## src/rtl/i2c_evf_pkg.sv

```systemverilog
package i2c_evf_pkg;

    localparam int NFLAG    = 7;
    localparam int MODE_W   = 3;

    localparam int F_START  = 0;
    localparam int F_RSTART = 1;
    localparam int F_STOP   = 2;
    localparam int F_ADR    = 3;
    localparam int F_WR     = 4;
    localparam int F_ACKT   = 5;
    localparam int F_CNT    = 6;

    typedef enum logic [1:0] {
        PH_IDLE    = 2'd0,
        PH_ADDR    = 2'd1,
        PH_ADDR_LO = 2'd2,
        PH_DATA    = 2'd3
    } phase_e;

    // Address, write and ack-time events are live for modes 0xx and 11x.
    function automatic logic mode_gate(input logic [MODE_W-1:0] m);
        return (m[MODE_W-1] == 1'b0) || (m[MODE_W-1:MODE_W-2] == 2'b11);
    endfunction

endpackage

```

## src/rtl/i2c_evf_sync.sv

```systemverilog
module i2c_evf_sync #(
    parameter int W      = 2,
    parameter int STAGES = 2
) (
    input  logic         clk,
    input  logic         rst_n,
    input  logic [W-1:0] d_i,
    output logic [W-1:0] q_o
);
    logic [STAGES-1:0][W-1:0] pipe_d, pipe_q;

    always_comb begin
        pipe_d[0] = d_i;
        for (int i = 1; i < STAGES; i++) begin
            pipe_d[i] = pipe_q[i-1];
        end
    end

    always_ff @(posedge clk or negedge rst_n) begin
        if (!rst_n) pipe_q <= '1;
        else        pipe_q <= pipe_d;
    end

    assign q_o = pipe_q[STAGES-1];
endmodule

```

## src/rtl/i2c_evf_bus.sv

```systemverilog
module i2c_evf_bus #(
    parameter int BIT_EDGES = 9
) (
    input  logic clk,
    input  logic rst_n,
    input  logic scl_s_i,
    input  logic sda_s_i,
    output logic start_o,
    output logic rstart_o,
    output logic stop_o,
    output logic data_edge_o,
    output logic ack_edge_o,
    output logic rw_o
);
    localparam int CW = $clog2(BIT_EDGES + 1);
    localparam logic [CW-1:0] LAST_CNT = CW'(BIT_EDGES);
    localparam logic [CW-1:0] DATA_PRE = CW'(BIT_EDGES - 2);
    localparam logic [CW-1:0] ACK_PRE  = CW'(BIT_EDGES - 1);

    typedef struct packed {
        logic          scl_p;
        logic          sda_p;
        logic          active;
        logic          rise_seen;
        logic          rw;
        logic [CW-1:0] cnt;
    } bus_st_t;

    bus_st_t cur_q, nxt_d;
    logic scl_rise, scl_fall, sda_fall, sda_rise, counted_fall;

    always_comb begin
        nxt_d        = cur_q;
        scl_rise     = scl_s_i && !cur_q.scl_p;
        scl_fall     = !scl_s_i && cur_q.scl_p;
        sda_fall     = !sda_s_i && cur_q.sda_p && scl_s_i && cur_q.scl_p;
        sda_rise     = sda_s_i && !cur_q.sda_p && scl_s_i && cur_q.scl_p;
        counted_fall = scl_fall && cur_q.active && cur_q.rise_seen;

        start_o     = sda_fall && !cur_q.active;
        rstart_o    = sda_fall && cur_q.active;
        stop_o      = sda_rise;
        data_edge_o = counted_fall && (cur_q.cnt == DATA_PRE);
        ack_edge_o  = counted_fall && (cur_q.cnt == ACK_PRE);
        rw_o        = cur_q.rw;

        nxt_d.scl_p = scl_s_i;
        nxt_d.sda_p = sda_s_i;
        if (scl_rise) begin
            nxt_d.rise_seen = 1'b1;
            nxt_d.rw        = sda_s_i;
        end
        if (counted_fall) begin
            nxt_d.cnt = (cur_q.cnt == LAST_CNT) ? CW'(1) : cur_q.cnt + CW'(1);
        end
        if (sda_fall || sda_rise) begin
            nxt_d.cnt       = '0;
            nxt_d.rise_seen = 1'b0;
            nxt_d.active    = sda_fall;
        end
    end

    always_ff @(posedge clk or negedge rst_n) begin
        if (!rst_n) begin
            cur_q       <= '0;
            cur_q.scl_p <= 1'b1;
            cur_q.sda_p <= 1'b1;
        end else begin
            cur_q <= nxt_d;
        end
    end
endmodule

```

## src/rtl/i2c_tgt_evflags.sv

```systemverilog
module i2c_tgt_evflags
    import i2c_evf_pkg::*;
#(
    parameter int SYNC_STAGES = 2,
    parameter int BIT_EDGES   = 9
) (
    input  logic              clk,
    input  logic              rst_n,
    input  logic              scl_i,
    input  logic              sda_i,
    input  logic              addr_match_i,
    input  logic              ten_bit_i,
    input  logic              cnt_zero_i,
    input  logic [MODE_W-1:0] mode_i,
    input  logic [NFLAG-1:0]  flag_en_i,
    input  logic              sw_we_i,
    input  logic [NFLAG-1:0]  sw_wdata_i,
    output logic [NFLAG-1:0]  flags_o,
    output logic              irq_o
);
    typedef struct packed {
        phase_e           phase;
        logic             addressed;
        logic             dir;
        logic [NFLAG-1:0] flags;
    } top_st_t;

    logic [1:0] lines_s;
    logic ev_start, ev_rstart, ev_stop, ev_d8, ev_d9, ev_rw, gate;
    logic [NFLAG-1:0] set_v;
    top_st_t cur_q, nxt_d;

    i2c_evf_sync #(.W(2), .STAGES(SYNC_STAGES)) u_sync (
        .clk   (clk),
        .rst_n (rst_n),
        .d_i   ({scl_i, sda_i}),
        .q_o   (lines_s)
    );

    i2c_evf_bus #(.BIT_EDGES(BIT_EDGES)) u_bus (
        .clk         (clk),
        .rst_n       (rst_n),
        .scl_s_i     (lines_s[1]),
        .sda_s_i     (lines_s[0]),
        .start_o     (ev_start),
        .rstart_o    (ev_rstart),
        .stop_o      (ev_stop),
        .data_edge_o (ev_d8),
        .ack_edge_o  (ev_d9),
        .rw_o        (ev_rw)
    );

    always_comb begin
        nxt_d           = cur_q;
        gate            = mode_gate(mode_i);
        set_v           = '0;
        set_v[F_START]  = ev_start;
        set_v[F_RSTART] = ev_rstart;
        set_v[F_STOP]   = ev_stop;

        if (ev_start || ev_rstart) begin
            nxt_d.phase     = PH_ADDR;
            nxt_d.addressed = 1'b0;
        end else if (ev_stop) begin
            nxt_d.phase     = PH_IDLE;
            nxt_d.addressed = 1'b0;
        end else if (ev_d8) begin
            case (cur_q.phase)
                PH_ADDR: begin
                    set_v[F_ADR] = addr_match_i && gate;
                    nxt_d.dir    = ev_rw;
                    // matching 10-bit high byte for a write waits for the low byte
                    if (ten_bit_i && addr_match_i && !ev_rw) begin
                        nxt_d.phase     = PH_ADDR_LO;
                        nxt_d.addressed = 1'b0;
                    end else begin
                        nxt_d.phase     = PH_DATA;
                        nxt_d.addressed = addr_match_i;
                    end
                end
                PH_ADDR_LO: begin
                    set_v[F_ADR]    = addr_match_i && gate;
                    nxt_d.addressed = addr_match_i;
                    nxt_d.phase     = PH_DATA;
                end
                PH_DATA: begin
                    set_v[F_WR] = cur_q.addressed && !cur_q.dir && gate;
                end
                default: begin
                end
            endcase
        end else if (ev_d9) begin
            set_v[F_ACKT] = cur_q.addressed && gate;
            set_v[F_CNT]  = cnt_zero_i;
        end

        nxt_d.flags = (sw_we_i ? sw_wdata_i : cur_q.flags) | set_v;
    end

    always_ff @(posedge clk or negedge rst_n) begin
        if (!rst_n) begin
            cur_q       <= '0;
            cur_q.phase <= PH_IDLE;
        end else begin
            cur_q <= nxt_d;
        end
    end

    assign flags_o = cur_q.flags;
    assign irq_o   = |(cur_q.flags & flag_en_i);
endmodule

```

## config.mk

```make
export PLATFORM = sky130hd
export DESIGN_NAME = i2c_tgt_evflags
export DESIGN_NICKNAME = d
export VERILOG_FILES = /design/src/rtl/i2c_evf_pkg.sv /design/src/rtl/i2c_evf_sync.sv /design/src/rtl/i2c_evf_bus.sv /design/src/rtl/i2c_tgt_evflags.sv
export SDC_FILE = /design/constraint.sdc
export NUM_CORES = 1
export LEC_CHECK = 0
export ABC_AREA = 1
export BUFFER_PORTS_ARGS = -buffer_cell sky130_fd_sc_hd__buf_4
export CAP_MARGIN = 25
export CORE_MARGIN = 2
export CORE_UTILIZATION = 46
export DETAILED_ROUTE_END_ITERATION = 12
export GPL_TIMING_DRIVEN = 0
export PLACE_DENSITY = 0.74
export SETUP_SLACK_MARGIN = 0.02
export SYNTH_ARGS = -nofsm -noshare
export SYNTH_HDL_FRONTEND = slang
export SYNTH_SLANG_ARGS = --single-unit
```

## constraint.sdc

```tcl
create_clock -name clk -period 1.3 [get_ports clk]
set_clock_uncertainty 0.1 [all_clocks]
set_input_delay 0.195 -clock clk [delete_from_list [all_inputs] [get_ports clk]]
set_output_delay 0.195 -clock clk [all_outputs]
set_load 0.005 [all_outputs]
```

==> flow_summary.rst <==
.. list-table::
   :header-rows: 1

   * - Metric
     - Value
   * - Count of synthesis-stage warnings from yosys
     - 0
   * - Initial antenna violation count
     - 0
   * - Post-synth net total
     - 180
   * - Via Count
     - 1242
   * - Register cell area after layout
     - between 600 and 700 um^2
   * - Mean routed wirelength per cell
     - 13.2 um
   * - Cell area after synthesis
     - 1270 um^2
   * - Worst min path class
     - primary input to flop
   * - Total routing usage reported by global routing
     - 0.203
   * - Overall power consumption
     - a little under 2000 uW
   * - Starting DRT DRC Count
     - 51
   * - Final routed wirelength across all metal layers
     - approximately 3.2 mm
   * - Register-to-register path setup slack
     - -170 ps
   * - Last element of the critical path
     - irq_o
   * - Kind of cell with the highest combined delay on the critical path
     - flip-flops
   * - Final weighted congestion in routability-driven placement
     - 0.834
   * - Number of enable flip-flop cells after synthesis
     - 0
   * - H-tree depth
     - 1
   * - Synth top area share
     - 0.354
   * - Async S/R FF share, synth
     - 1.00
   * - Req. time, crit path
     - 1000 ps
   * - Clock tree sinks
     - 24
   * - DRC viols
     - 0
   * - Critical Path Max Stage Delay
     - 410 ps
   * - Die Y-Extent
     - 56.6 um
   * - Most frequent cell after synthesis
     - nand2_1
   * - Cell count after placement
     - 213
   * - Number of ports placed on the die boundary
     - 33
   * - Post-route minimum period
     - about 1600 ps
   * - FMAX
     - 0.642 GHz
   * - Most used cell along the critical path
     - nand2_1
   * - Number of violations of the max-capacitance limit
     - 0
   * - Clock-pin transition on the worst setup and hold timing paths
     - 130 ps
   * - Most area-hungry cell type in the Yosys netlist
     - dfrtp_1
   * - Floorplan die width
     - 56.6 um
   * - Static Leak
     - 0.000983 uW
   * - Post-route core utilization
     - 0.752
   * - Worst setup margin
     - -258 ps
   * - TritonCTS buffer count
     - 3
   * - Peak-usage layer in the global routing report
     - met2
   * - Flops & latches, synth
     - 24
   * - Worst-margin pin slew
     - 321 ps
   * - Fraction of layout cells with a size suffix above 1
     - 0.509
   * - R2R depth
     - 6
   * - Number of global-route vias before repair
     - roughly 1200
   * - Result of the run
     - finished, violations left
   * - Master of the slowest instance on the critical path
     - dfrtp_1
   * - Die outline area
     - between 3000 and 4000 um^2
   * - Total gr overflow
     - 0
   * - RSZ-0062 raised after global routing
     - true
   * - Critical-path cell list
     - nand2_1 -> nand2_1 -> nor2_2 -> nand4_1 -> buf_4
   * - Inserted Diodes
     - 0
   * - Master cell of the clock root buffer
     - clkbuf_4
   * - Via-to-Cell Ratio
     - 5.11
   * - Setup total negative slack
     - -1850 ps
   * - Maximum vdd ir drop
     - ~800 uV
   * - Final count of hold timing violations
     - 0
   * - Placed Instance Area
     - about 1500 um^2
   * - Post-route clock period utilization
     - 1.20
   * - Netlist cell types
     - 25
   * - Violations in the final reports
     - negative setup slack
   * - Total power per unit cell area
     - 976 nW/um^2
   * - Commonest cells post-synth
     - nand2_1, inv_1, dfrtp_1
   * - Number of rows in the core area
     - 19
   * - Longest Clk Path Bufs
     - 2
   * - First-pass GRT wire length
     - 5.11 mm
   * - Kind of launch point of the worst setup path
     - flop
   * - Area of the multi-input gates
     - 664 um^2
   * - Number of gates on the worst path with buffers counted
     - 5
   * - Source-to-sink clock delay at the later pin of the worst-skew pair
     - ~320 ps
   * - Worst reg2reg startpoint
     - u_bus.cur_q[8]
   * - CTS tree
     - built
   * - Critical register-to-register path endpoint
     - u_bus.cur_q[0]
   * - Met1 track utilization from global routing
     - 0.244
   * - Number of buffer and inverter stages on the critical path
     - 1
   * - GRT met2 Usage
     - 0.355
   * - Top area cells in the synthesized netlist
     - dfrtp_1, nand2_1, dfstp_2
   * - Residual antenna-violating net count after detailed routing
     - 0
   * - DPL Wire Length
     - 1.95 mm
   * - Number of filler instances in the final layout
     - 156
   * - Start-to-end type of the worst setup path
     - flop to output pin
   * - Main flop type after synthesis
     - dfrtp_1
   * - Setup violations, final
     - 18
   * - Critical path peak fanout
     - 2
   * - Headroom to the max-slew limit
     - 0.785
   * - Sequential cell area fraction in the yosys report
     - 0.478
   * - Post-route cell area
     - approximately 2000 um^2
   * - Global routing met3 resource utilization
     - 0.0346
   * - Syn Inst Count
     - 152
   * - Std-Cell Core Area
     - ~2700 um^2
   * - Fin nets
     - 241
   * - Data arrival time of the critical path
     - roughly 1300 ps
   * - Area added between synthesis and finish
     - 58.7%
   * - Launch point of the worst path
     - flags_o[0]
   * - Count of TritonRoute iterations in the first routing pass
     - 4
   * - Count of port buffers added during placement
     - 30
   * - Largest net degree at the start of global routing
     - 25
   * - Starting density of the core
     - 0.474
   * - Max-slew violations
     - 0
   * - Final instance count without filler cells
     - between 200 and 250
   * - Capturing element type of the critical path
     - output pin
   * - Mean Syn Cell Area
     - ~8.4 um^2
-- power breakdown --
group	total, uW	switching, uW	internal (uW)
clock	542	230	312
sequential	928	95.4	832
combinational	501	226	275
total	1970	551	1420
-- worst min-delay path, stage by stage --
cell,delay [ps]
buf_4,80
nand2_1,40
o211ai_1,80
-- how the worst min path moves through the flow --
stage	startpoint	depth (start not counted)	end	slack (ps)
floorplan	rst_n	0	cur_q[10]	-200
detailed placement	rst_n	1	flags_o[1]	10
CTS	sw_wdata_i[2]	3	flags_o[2]	1
finish	sw_wdata_i[2]	3	flags_o[2]	6
global route	sw_wdata_i[2]	3	flags_o[2]	0.2
global placement	rst_n	1	flags_o[2]	5
-- layout make-up --
class | instances | share of cell area
Buffer | 6 | 0.0285
Timing Repair Buffer | 59 | 0.260
Sequential cell | 24 | 0.302
Multi-Input combinational cell | 100 | 0.329
Tap cell | 31 | 0.0192
Inverter | 19 | 0.0353
Clock buffer | 3 | 0.0112
Clock inverter | 1 | 0.0149
-- through the flow --
stage | worst slack [ps] | hold WS, ps
global route | -404 | 0.166
CTS | -196 | 1.07
global placement | -115 | 5.02
floorplan | 16.3 | -201
detailed placement | -167 | 10.1
finish | -258 | 6.19
-- state kept, by name, indices dropped and copies added, names as in the netlist --
name	cells
cur_q	4
flags_o	7
u_bus.cur_q	8
u_bus.rw_o	1
u_sync.pipe_d	2
u_sync.q_o	2
-- kinds of logic after synthesis --
kind of cell | count (synthesis) | share of synthesized area
multiplexers | 4 | 0.0315
flip-flops | 24 | 0.478
AND/OR/NAND/NOR | 78 | 0.284
adder cells (fa/ha/maj) | 3 | 0.0295
AO/OA/AOI/OAI | 15 | 0.0669
buffers and inverters | 28 | 0.110
-- cells in the final DEF (no fill, tap or decap), types with 6 or more instances in the layout --
cell           Yosys  layout
inv_1             19      14
buf_6              1      19
nand2_2            2      10
dfstp_2            6       6
nand2_1           43      32
buf_4              7      35
nor2_1            12       7
dlygate4sd3_1      0      10
dfrtp_1           18      16
-- layer usage --
layer	share of wire	vias up
met2	0.51	41
met5	0	-
met3	0.050	6
li1	-	606
met4	0.014	0
met1	0.42	589
-- what timing repair did --
item                       in CTS  in global routing
hold endpoints to repair       30                  2
cloned                          1                  0
setup endpoints to repair      18                 25
pin swaps                       8                 14
buffers inserted                9                 11
resized for setup              30                 37
hold buffers                    8                  2
Power figures use the tool's default switching activity.
